**src/rtl/nack_ctl_pkg.sv**
```systemverilog
package nack_ctl_pkg;

  typedef enum logic [1:0] {
    NK_IDLE  = 2'd0,
    NK_LEAD  = 2'd1,
    NK_DRIVE = 2'd2
  } nk_state_e;

  typedef struct packed {
    logic fire;       // a pulse must be driven for this character
    logic hit_limit;  // the ceiling was met by this character
  } nk_verdict_t;

endpackage

```
**src/rtl/nack_decide.sv**
```systemverilog
module nack_decide
  import nack_ctl_pkg::*;
#(
  parameter int ITER_W = 3
) (
  input  logic              clk,
  input  logic              rst_n,
  input  logic              take,
  input  logic              perr,
  input  logic              inhibit,
  input  logic              limit_en,
  input  logic [ITER_W-1:0] max_iter,
  input  logic              clr,
  output nk_verdict_t       verdict,
  output logic              flag_o
);

  localparam logic [ITER_W-1:0] ZERO = '0;
  localparam logic [ITER_W-1:0] ONE  = ITER_W'(1);

  logic [ITER_W-1:0] cnt_q, cnt_eff, cnt_nx;
  logic              flag_q, flag_eff, flag_nx;

  always_comb begin
    // a same-cycle clear wins over the character
    cnt_eff   = clr ? ZERO : cnt_q;
    flag_eff  = clr ? 1'b0 : flag_q;
    cnt_nx    = cnt_eff;
    flag_nx   = flag_eff;
    verdict   = '0;
    if (take) begin
      if (!perr) begin
        cnt_nx = ZERO;
      end else if (!inhibit) begin
        if (!limit_en) begin
          verdict.fire = 1'b1;
        end else if (cnt_eff < max_iter) begin
          verdict.fire = 1'b1;
          cnt_nx       = cnt_eff + ONE;
        end else begin
          verdict.hit_limit = 1'b1;
          flag_nx           = 1'b1;
        end
      end
    end
  end

  always_ff @(posedge clk or negedge rst_n) begin
    if (!rst_n) begin
      cnt_q  <= ZERO;
      flag_q <= 1'b0;
    end else begin
      cnt_q  <= cnt_nx;
      flag_q <= flag_nx;
    end
  end

  assign flag_o = flag_q;

  p_count_step_r4: assert property (@(posedge clk) disable iff (!rst_n)
    take && perr && !inhibit && limit_en && !clr && (cnt_q < max_iter)
    |=> cnt_q == $past(cnt_q) + ONE);

  p_limit_flag_r5: assert property (@(posedge clk) disable iff (!rst_n)
    take && perr && !inhibit && limit_en && !clr && (cnt_q == max_iter)
    |=> flag_q && (cnt_q == $past(cnt_q)));

  p_inhibit_hold_r2: assert property (@(posedge clk) disable iff (!rst_n)
    take && perr && inhibit && !clr |=> $stable(cnt_q) && $stable(flag_q));

  p_good_clears_r6: assert property (@(posedge clk) disable iff (!rst_n)
    take && !perr |=> cnt_q == ZERO);

  p_sticky_r8: assert property (@(posedge clk) disable iff (!rst_n)
    flag_q && !clr |=> flag_q);

  p_clear_r8: assert property (@(posedge clk) disable iff (!rst_n)
    clr && !take |=> !flag_q && cnt_q == ZERO);

endmodule

```
**src/rtl/nack_timer.sv**
```systemverilog
module nack_timer
  import nack_ctl_pkg::*;
#(
  parameter int LEAD_HALVES  = 1,
  parameter int DRIVE_HALVES = 2
) (
  input  logic clk,
  input  logic rst_n,
  input  logic start,
  input  logic half_tick,
  output logic busy,
  output logic drive_o
);

  localparam int MAXH = (LEAD_HALVES > DRIVE_HALVES) ? LEAD_HALVES : DRIVE_HALVES;
  localparam int HW   = $clog2(MAXH + 1);
  localparam logic [HW-1:0] LEAD_LAST  = HW'(LEAD_HALVES - 1);
  localparam logic [HW-1:0] DRIVE_LAST = HW'(DRIVE_HALVES - 1);
  localparam logic [HW-1:0] H_ONE      = HW'(1);

  nk_state_e     st_q, st_nx;
  logic [HW-1:0] h_q, h_nx;

  always_comb begin
    st_nx = st_q;
    h_nx  = h_q;
    unique case (st_q)
      NK_IDLE: begin
        if (start) begin
          st_nx = NK_LEAD;
          h_nx  = '0;
        end
      end
      NK_LEAD: begin
        if (half_tick) begin
          if (h_q == LEAD_LAST) begin
            st_nx = NK_DRIVE;
            h_nx  = '0;
          end else begin
            h_nx = h_q + H_ONE;
          end
        end
      end
      NK_DRIVE: begin
        if (half_tick) begin
          if (h_q == DRIVE_LAST) begin
            st_nx = NK_IDLE;
            h_nx  = '0;
          end else begin
            h_nx = h_q + H_ONE;
          end
        end
      end
      default: begin
        st_nx = NK_IDLE;
        h_nx  = '0;
      end
    endcase
  end

  always_ff @(posedge clk or negedge rst_n) begin
    if (!rst_n) begin
      st_q <= NK_IDLE;
      h_q  <= '0;
    end else begin
      st_q <= st_nx;
      h_q  <= h_nx;
    end
  end

  assign busy    = (st_q != NK_IDLE);
  assign drive_o = (st_q == NK_DRIVE);

  p_rise_on_tick_r7: assert property (@(posedge clk) disable iff (!rst_n)
    $rose(drive_o) |-> $past(half_tick));

  p_fall_on_tick_r7: assert property (@(posedge clk) disable iff (!rst_n)
    $fell(drive_o) |-> $past(half_tick));

  p_start_busy_r9: assert property (@(posedge clk) disable iff (!rst_n)
    start && !busy |=> busy && !drive_o);

endmodule

```
**src/rtl/nack_ctl.sv**
```systemverilog
module nack_ctl
  import nack_ctl_pkg::*;
#(
  parameter int ITER_W       = 3,
  parameter int LEAD_HALVES  = 1,
  parameter int DRIVE_HALVES = 2
) (
  input  logic              clk,
  input  logic              rst_n,
  input  logic              char_valid,
  output logic              char_ready,
  input  logic              char_perr,
  input  logic              inhibit_nack,
  input  logic              limit_en,
  input  logic [ITER_W-1:0] max_retries,
  input  logic              half_tick,
  input  logic              clr_status,
  output logic              nack_drive,
  output logic              iter_flag
);

  logic        take;
  logic        busy;
  nk_verdict_t verdict;

  assign char_ready = !busy;
  assign take       = char_valid && char_ready;

  nack_decide #(.ITER_W(ITER_W)) u_decide (
    .clk      (clk),
    .rst_n    (rst_n),
    .take     (take),
    .perr     (char_perr),
    .inhibit  (inhibit_nack),
    .limit_en (limit_en),
    .max_iter (max_retries),
    .clr      (clr_status),
    .verdict  (verdict),
    .flag_o   (iter_flag)
  );

  nack_timer #(.LEAD_HALVES(LEAD_HALVES), .DRIVE_HALVES(DRIVE_HALVES)) u_timer (
    .clk       (clk),
    .rst_n     (rst_n),
    .start     (take && verdict.fire),
    .half_tick (half_tick),
    .busy      (busy),
    .drive_o   (nack_drive)
  );

  p_inhibit_quiet_r2: assert property (@(posedge clk) disable iff (!rst_n)
    take && char_perr && inhibit_nack |=> char_ready);

  p_plain_pulse_r3: assert property (@(posedge clk) disable iff (!rst_n)
    take && char_perr && !inhibit_nack && !limit_en |=> !char_ready);

  p_limit_quiet_r5: assert property (@(posedge clk) disable iff (!rst_n)
    take && verdict.hit_limit |=> char_ready && iter_flag);

  p_good_quiet_r6: assert property (@(posedge clk) disable iff (!rst_n)
    take && !char_perr |=> char_ready);

  p_busy_ignores_r9: assert property (@(posedge clk) disable iff (!rst_n)
    char_valid && !char_ready && !clr_status |=> $stable(iter_flag));

endmodule

```
**config.mk**
```make
export PLATFORM = sky130hd
export DESIGN_NAME = nack_ctl
export DESIGN_NICKNAME = d
export VERILOG_FILES = /design/src/rtl/nack_ctl_pkg.sv /design/src/rtl/nack_decide.sv /design/src/rtl/nack_timer.sv /design/src/rtl/nack_ctl.sv
export SDC_FILE = /design/constraint.sdc
export NUM_CORES = 1
export LEC_CHECK = 0
export BUFFER_PORTS_ARGS = -buffer_cell sky130_fd_sc_hd__buf_4
export CORE_UTILIZATION = 35
export CTS_CLUSTER_DIAMETER = 100
export CTS_CLUSTER_SIZE = 24
export DETAILED_ROUTE_END_ITERATION = 12
export HOLD_SLACK_MARGIN = 0.1
export SETUP_SLACK_MARGIN = 0.2
export SLEW_MARGIN = 20
export SYNTH_ARGS = -nofsm -noshare
export SYNTH_HDL_FRONTEND = slang
export SYNTH_SLANG_ARGS = --single-unit
export TNS_END_PERCENT = 5
```
**constraint.sdc**
```tcl
create_clock -name clk -period 4.27 [get_ports clk]
set_input_delay 0.854 -clock clk [delete_from_list [all_inputs] [get_ports clk]]
set_output_delay 0.854 -clock clk [all_outputs]
set_load 0.005 [all_outputs]
```
Word-level counts from Yosys, hierarchy flattened
Cells that the tools add are included.
Storage, ports and cells
  register bits after elaboration: 8
  logic and storage cells: 54
Cells by class
  add/subtract/negate cells: 2
  magnitude comparators: 1
  equal/unequal tests: 8
  multiplexer cells: 31
  reductions and logical operators: 8
Operators with widths (count)
  $mux 2: 13
  $mux 3: 6
  $pmux 2 s3: 2
  $mux 1: 10
  $ne 2x1->1 const B: 3
  $reduce_and 5->1: 1
  $eq 2x1->1 const B: 2
  $logic_not 2->1: 2
  $ne 2x2->1 const B: 2
  $add 3x1->3 const B: 1
  $lt 3x3->1: 1
  $reduce_and 3->1: 1
  $add 2x1->2 const B: 1
  $eq 2x2->1 const B: 1
  $logic_and 1x1->1: 2
  $reduce_bool 2->1: 1
  $logic_not 1->1: 1

Longest topological paths before layout
Gate-level depths: netlist of the first run.
  depth in word-level cells: 10
  mapped depth: 8
  mapped depth without buffers: 8

Modules after synthesis
From an unflattened synthesis of the first run, not the netlist that was laid out.
Second synthesis, totals
  cells, all modules: 75
  area total of the unflattened synthesis: 703.2 um^2
Modules (own cells, without submodules)
  nack_timer: instances 1, cells each 32, area an instance 349.1 um^2
  nack_decide: instances 1, cells each 40, area an instance 335.3 um^2
  nack_ctl: instances 1, cells each 3, area an instance 18.8 um^2

Worst setup path before layout of the first run
No wires, ideal clock.
  path kind: in2reg
  start: input clr_status
  end: register u_timer.st_q[0]
  data arrival time: 2307 ps
  required time: 4145 ps
  path slack: 1838 ps
  cell stages on the path: 7
  path buffers: 0
  cell sequence: nor2b_1 > ha_1 > o211ai_2 > nor2_2 > o41ai_4 > o221ai_2 > mux2_4
On the way
  word-level cells in the longest chain between the ends: 10
RTL lines
  start: declaration: RTL line nack_ctl.sv:17  | input logic clr_status,
  $mux 3: RTL line nack_decide.sv:26  | cnt_eff = clr ? ZERO : cnt_q;
  $lt 3x3->1: RTL line nack_decide.sv:37  | end else if (cnt_eff < max_iter) begin
  $mux 1: RTL line nack_decide.sv:37
  $mux 1: RTL line nack_decide.sv:35  | if (!limit_en) begin
  $mux 2: RTL line nack_decide.sv:34  | end else if (!inhibit) begin
  $mux 2: RTL line nack_decide.sv:32  | if (!perr) begin
  $mux 2: RTL line nack_decide.sv:31  | if (take) begin
  $logic_and 1x1->1: RTL line nack_ctl.sv:45  | .start (take && verdict.fire),
  $ne 2x1->1 (no source line)
  $reduce_and 5->1 (no source line)
  end signal: assignment: RTL line nack_timer.sv:66  | st_q <= st_nx;
  end: declaration: RTL line nack_timer.sv:21  | nk_state_e st_q, st_nx;
No other way between the ends.
A chain may end at the register's enable or synchronous reset.

Final worst setup path of the first run
Same ends and word-level chain as after synthesis.

==> qor.txt, run 1 <==
Outcome - finished clean
CTS tree - done
Synth Net Count - 81
Core ar. - 1580 sq um
Post-route cell area - 762 sq um
Critical Path Max Stage Delay - 0.44 ns
Number of global-route vias before repair - 491
Crit path DAT - 2.57 ns
Post-CTS setup buffers - 0
Largest net degree at the start of global routing - 9
Final nets - 99
IO Port Bufs - 13
Clock Latency Late Sink - 0.26 ns
Synth Area in Adders - 0.161
Max-Slew Margin vs Limit - 0.748
First-iteration detailed-routing DRC count - 5
Synth Area in Simple Gates - 0.171
# DRC - 0
Antenna diodes - 0
Fin. Hold Viols - 0
Final antenna-violating net count - 0
CP startpoint kind - input pin
Routed WL - 1220 microns
Worst Path Required - 4.42 ns
Final setup fails - 0
RR Endpoint - u_timer.st_q[0]
I/O pin count - 14
Reg2Reg Setup Slack - 2.19 ns
Complex-gate fraction of the synthesized area - 0.223
Xor and xnor fraction of the mapped netlist area - 0.0282
First-pass GRT wire length - 1970 microns
Pwr dens - 490 nW/um^2
P&R area growth vs syn - 22.5%
TritonCTS buffer count - 3
Cell family with most CP delay - compound AO/OA/AOI/OAI gates
Mux cell area share after synthesis - 0.0402
RSZ-0062 raised after global routing - false
CP Capture Type - flop
Die Area - 1950 sq um
Routed vias/inst - 5.28
Post-DR wirelength/cell - 12.9 microns
Root Buffer - clkbuf_4
Routability cong. - 0.838
Crit path buf inv count - 1
Worst VDD drop - 0.260 mV
Synthesized instance count - 62
Sequential share of the synthesized area - 0.322
1st-pass router iterations - 5
Std cell rows - 14
All-layer global routing usage - 0.142
Cts repair resizes - 0
Seq cells post-synth - 8
Initial antenna violation count - 0
Synth warn - 0
Deepest clock path buffer count - 2
Crit path cell chain - buf_4, nor2b_1, ha_1, o211ai_2, nor2_2, o41ai_4, o221ai_2, mux2_4
Cts hold-fix bufs - 0
WS Path Type - input pin to flop
Die Span X - 44.2 microns
Post-synthesis cell area - 622 sq um
P_leak - 0.361 nW
Die Height - 44.2 microns
Number of distinct library cells after synthesis - 29
Levels on crit path - 8
Vias - 496
Worst r2r src - u_timer.st_q[0]
Max Clk Rate - 0.412 GHz
DP HPWL - 971 microns
Hold WC Path Type - input pin to async pin
Worst Tran Pin Value - 0.376 ns
Clock tree sinks - 8
GR Overflow Total - 0
Tcrit/Tclk final - 0.568
Reg2Reg Depth - 6
CP Max Fanout - 5
Worst Clk Skew - 0.00950 ns
Min Tclk post-route - 2.43 ns
Worst-path clk slew - 0.06 ns
Slew Limit Fails - 0
Max-cap viol count - 0
Mapped Avg Cell Area - 10.0 sq um
Post-DP Area - 739 sq um
Largest family of logic cells by synthesized area - compound AO/OA/AOI/OAI gates
Initial Utilization - 0.394
CTS HTree Levels - 1
Share of cells above drive strength 1 - 0.308
Final TNS setup - 0 ns
Crit path max-delay cell type - o41ai_4
[layout make-up]
type                       instances  area (sq um)
fill                             138           815
multi-input combinational         45           388
sequential                         8           200
timing repair buffer              13          97.6
inverter                           9          33.8
clock buffer                       3          22.5
tap                               16          20.0
[kinds of logic after synthesis]
kind of cell	count (synthesis)
xor gates and xnor gates	2
adders and majority gates	8
muxes	2
AOI/OAI and AO/OA	14
buffers and inverters	9
and+or+nand+nor	19
DFF	8
[layer usage]
| layer | global-route usage | routed length, microns |
|---|---|---|
| met5 | 0 | 0 |
| met4 | 0.0970 | 26 |
| met3 | 0.0490 | 78 |
| met2 | 0.218 | 516 |
| met1 | 0.166 | 594 |
[worst max-delay path by stage]
| stage | startpoint | endpoint | slack [ns] |
|---|---|---|---|
| after floorplan | clr_status | u_timer.st_q[0] | 1.84 |
| after global placement | clr_status | u_timer.st_q[0] | 1.64 |
| after detailed placement | clr_status | u_timer.st_q[0] | 1.59 |
| after CTS | clr_status | u_timer.st_q[0] | 1.85 |
| after global routing | clr_status | u_timer.st_q[0] | 1.74 |
| final | clr_status | u_timer.st_q[0] | 1.84 |
[stage by stage]
step | power [W] | hold slack [ns] | util | std cells | worst slack (ns)
after global routing | 0.000404 | 0.406 | 0.483 | 94 | 1.74
after floorplan | 0.000260 | 0.511 | - | 62 | 1.84
final | 0.000373 | 0.397 | 0.483 | 94 | 1.84
after global placement | 0.000310 | 0.538 | 0.469 | 91 | 1.64
after CTS | 0.000374 | 0.403 | 0.483 | 94 | 1.85
after detailed placement | 0.000314 | 0.535 | 0.469 | 91 | 1.59
[Yosys cell counts, drive strengths merged]
master  n  area [sq um]
mux2i   1          10.0
xnor2   1          8.76
nor2b   3          18.8
nor2    7          28.8
and2    1          6.26
a22o    1          8.76
a21boi  1          11.3
xor2    1          8.76
nand3   1          5.00
dfrtp   8           200
o22ai   1          6.26
o221ai  1          15.0
o21ba   1          10.0
a31o    1          8.76
nor3b   1          7.51
o41ai   1          27.5
o2111a  1          11.3
nand2   2          7.51
o211ai  2          20.0
nor3    2          10.0
mux2    1          15.0
ha      8           100
inv     9          33.8
nand4b  1          8.76
nand2b  1          13.8
o21ai   4          20.0
[cells in the final DEF (no fill, tap or decap), drive strengths merged, types with 2 or more instances in the layout]
master / n
inv: 9
dfrtp: 8
nor2: 7
nor3: 2
clkbuf: 3
ha: 8
o211ai: 2
nor2b: 3
o21ai: 4
buf: 13
nand2: 2
[worst reg2reg max path, delay by kind of cell, from the launching register on]
kind | cells | cell delay [ns]
buffers and inverters | 1 | 0.09
muxes | 1 | 0.32
DFF | 1 | 0.40
adders and majority gates | 1 | 0.24
AOI/OAI and AO/OA | 2 | 0.66
and+or+nand+nor | 1 | 0.25
[power by group]
part | total [W] | leakage [nW] | switching (W) | internal, W
registers | 0.000105 | 0.108 | 0.0000112 | 0.0000937
clock network | 0.0000589 | 0.0138 | 0.0000267 | 0.0000322
logic | 0.000209 | 0.239 | 0.000108 | 0.000102
[sequential cells by signal, summed over array words and instances (netlist names)]
signal / cells
u_decide.cnt_q: 3
u_decide.flag_o: 1
u_timer.h_q: 2
u_timer.st_q: 2
Note: power is estimated with default switching activity, not from simulation.
==> run 2, diff against run 1 <==
--- a/config.mk
+++ b/config.mk
@@ -5,6 +5,7 @@
 export SDC_FILE = /design/constraint.sdc
 export NUM_CORES = 1
 export LEC_CHECK = 0
+export ABC_AREA = 1
 export BUFFER_PORTS_ARGS = -buffer_cell sky130_fd_sc_hd__buf_4
 export CORE_UTILIZATION = 35
 export CTS_CLUSTER_DIAMETER = 100
==> constraint.sdc (replaced) <==
create_clock -name clk -period 2.4 [get_ports clk]
set_input_delay 0.48 -clock clk [delete_from_list [all_inputs] [get_ports clk]]
set_output_delay 0.48 -clock clk [all_outputs]
set_load 0.005 [all_outputs]
==> qor.txt, run 2 <==
Number of synthesized flops with an enable pin - 0 (unchanged)
Synth Net Count - 102 (was 81)
Die Height - 44.2 microns (about the same)
Most common cell in the netlist - inv_1 (unchanged)
Worst Path Required - 2.54 ns (was 4.42 ns)
Largest net degree at the start of global routing - 9 (unchanged)
Outcome - finished clean (unchanged)
Routed WL - 1150 microns (was 1220 microns)
Initial Utilization - 0.396 (was 0.394)
Most common cell after layout, fill and taps aside - inv_1 (was buf_4)
CTS tree - done (unchanged)
Post-CTS setup buffers - 0 (unchanged)
Top cell type's share of synthesized area - 0.321 (was 0.322)
Cts repair resizes - 0 (unchanged)
Cts hold-fix bufs - 1 (was 0)
Final setup fails - 0 (unchanged)
Root Buffer - clkbuf_4 (unchanged)
Slew Limit Fails - 0 (unchanged)
P_leak - 0.399 nW (was 0.361 nW)
Cell family with most CP delay - simple AND/OR/NAND/NOR gates (was compound AO/OA/AOI/OAI gates)
Register bank with the most flops - u_decide.cnt_q (unchanged)
Crit path DAT - 1.82 ns (was 2.57 ns)
Std cell rows - 14 (unchanged)
First-pass GRT wire length - 2050 microns (was 1970 microns)
All-layer global routing usage - 0.145 (was 0.142)
Total area of sequential cells - 200 sq um (unchanged)
Final antenna-violating net count - 0 (unchanged)
# DRC - 0 (unchanged)
Most common library cells after synthesis - inv_1 (18), nand2_1 (16), dfrtp_1 (8), ha_1 (8), nor2_1 (8) (was inv_1 (9), dfrtp_1 (8), ha_1 (8))
Synthesized instance count - 83 (was 62)
Routed vias/inst - 4.57 (was 5.28)
Total power - 0.000605 W (was 0.000373 W)
CTS HTree Levels - 1 (unchanged)
CP Capture Type - flop (unchanged)
Number of distinct library cells after synthesis - 20 (was 29)
Worst Tran Pin Value - 0.323 ns (was 0.376 ns)
Post-synthesis cell area - 624 sq um (was 622 sq um)
Mapped Avg Cell Area - 7.52 sq um (was 10.0 sq um)
Crit path buf inv count - 2 (was 1)
Clock tree sinks - 8 (unchanged)
Area of the multi-input gates - 357 sq um (was 388 sq um)
GR Overflow Total - 0 (unchanged)
Sequential share of the synthesized area - 0.321 (was 0.322)
Critical Path Max Stage Delay - 0.39 ns (was 0.44 ns)
Util after Layout - 0.491 (was 0.483)
Min Tclk post-route - 1.68 ns
First-iteration detailed-routing DRC count - 7 (was 5)
Worst Clk Skew - 0.000823 ns (was 0.00950 ns)
WS Path Type - flop to flop (was input pin to flop)
Fin. Hold Viols - 0 (unchanged)
Worst VDD drop - 0.624 mV (was 0.260 mV)
Final TNS setup - 0 ns (unchanged)
Cell accounting for the most synthesized area - dfrtp_1 (unchanged)
FILL cells - 170 (was 138)
Worst-path clk slew - 0.05 ns (was 0.06 ns)
Pwr dens - 781 nW/um^2 (was 490 nW/um^2)
Synth async-reset ratio - 1.00 (unchanged)
1st-pass router iterations - 2 (was 5)
Max Clk Rate - 0.594 GHz
Die Area - 1960 sq um (was 1950 sq um)
Deepest clock path buffer count - 2 (unchanged)
Core ar. - 1580 sq um (unchanged)
CP startpoint kind - flop (was input pin)
DP HPWL - 974 microns (was 971 microns)
Number of global-route vias before repair - 504 (was 491)
Routability cong. - 0.709 (was 0.838)
Seq cells post-synth - 8 (unchanged)
Max-Slew Margin vs Limit - 0.784 (was 0.748)
Initial antenna violation count - 0 (unchanged)
Crit path max-delay cell type - dfrtp_1 (was o41ai_4)
Die Span X - 44.2 microns (about the same)
Antenna diodes - 0 (unchanged)
Largest registers - u_decide.cnt_q x3, u_timer.h_q x2, u_timer.st_q x2 (unchanged)
Largest cells by area after synthesis - dfrtp_1 (32%), ha_1 (16%), inv_1 (11%), nand2_1 (9.6%), nor2_1 (4.8%) (was dfrtp_1 (32%), ha_1 (16%), inv_1 (5.4%), o41ai_4 (4.4%), nor2_1 (3.6%))
I/O pin count - 14 (unchanged)
Tcrit/Tclk final - 0.702
Synth warn - 0 (unchanged)
Max reg flops - 3 (unchanged)
Crit path cell chain - inv_1, ha_1, nand2_1, inv_1, nand2_1, nor2_1, nand2_1, nand2_2, nand3_1, nand2_1, nand2_1 (was buf_4, nor2b_1, ha_1, o211ai_2, nor2_2, o41ai_4, o221ai_2, mux2_4)
TritonCTS buffer count - 3 (unchanged)
RSZ-0062 raised after global routing - false (unchanged)
Share of cells above drive strength 1 - 0.230 (was 0.308)
Most frequent cell on the critical path - nand2_1
Post-DR wirelength/cell - 9.91 microns (was 12.9 microns)
IO Port Bufs - 13 (unchanged)
Final nets - 121 (was 99)
CP Max Fanout - 4 (was 5)
Commonest cells after routing, fill and taps aside - inv_1 (18), nand2_1 (16), buf_4 (13) (was buf_4 (13), inv_1 (9), ha_1 (8), dfrtp_1 (8), nor2_1 (6))
Vias - 530 (was 496)
Clock Latency Late Sink - 0.25 ns (was 0.26 ns)
P&R area growth vs syn - 24.0% (was 22.5%)
Hold WC Path Type - input pin to flop (was input pin to async pin)
Synth Flop Type - dfrtp_1 (unchanged)
Max-cap viol count - 0 (unchanged)
==> run 2: cell types whose count changed after synthesis, moves of 3 or more <==
cell / previous run / this run
nor2b_1: 3 / 0
nand2_2: 0 / 4
inv_1: 9 / 18
nand2_1: 2 / 16
==> run 2: worst paths after layout <==
| path | from | end | slack [ns] | depth (start not counted) |
|---|---|---|---|---|
| max | u_timer.st_q[0] | u_timer.st_q[1] | 0.72 | 11 |
| min in group asynchronous | rst_n | u_decide.cnt_q[0] | 0.58 | 2 |
| max in group asynchronous | rst_n | u_timer.st_q[0] | 1.69 | 2 |
| min | char_perr | u_decide.cnt_q[0] | 0.50 | 3 |
| max reg2reg | u_timer.st_q[0] | u_timer.st_q[1] | 0.72 | 11 |
| min reg2reg | u_timer.st_q[0] | u_timer.st_q[0] | 0.51 | 2 |
==> run 2: kinds of logic after synthesis <==
logic type	after synthesis	share of synthesized area
XOR/XNOR	1	0.0140
AND/OR/NAND/NOR	34	0.255
flip-flops	8	0.321
adder cells (fa/ha/maj)	8	0.160
AO/OA/AOI/OAI	14	0.142
buffers and inverters	18	0.108
==> run 2: metal layers <==
metal,routed length [microns],global-route usage,vias up,part of all wire
li1,-,-,297,-
met1,594,0.203,224,0.52
met2,491,0.194,9,0.43
met3,63,0.0776,0,0.055
met4,0,0.0364,0,0
met5,0,0,-,0
==> run 2: area by class of cell <==
type,count,area share
multi-input cells,57,0.460
well taps,16,0.0258
clock buffers,3,0.0291
inverters,18,0.0872
flip-flops and latches,8,0.258
repair buffers,14,0.139
==> run 2: through the flow <==
| step | instances | instance area (sq um) | setup slack [ns] | hold WS, ns |
|---|---|---|---|---|
| after floorplan | 83 | 624 | 0.823 | 0.184 |
| after global placement | 112 | 742 | 0.502 | 0.303 |
| after detailed placement | 112 | 742 | 0.486 | 0.302 |
| after CTS | 116 | 774 | 0.704 | 0.489 |
| after global routing | 116 | 774 | 0.503 | 0.495 |
| final | 116 | 774 | 0.715 | 0.495 |
==> run 2: tightest hold or removal path, stage by stage <==
cell,delay [ns]
buf_4,0.10
nor2_1,0.04
nor2_1,0.09
==> run 2: power by group <==
part           internal, W  total (W)  switching [W]
clock            0.0000569  0.0000984      0.0000415
combinational     0.000130   0.000313       0.000183
sequential        0.000167   0.000194      0.0000263
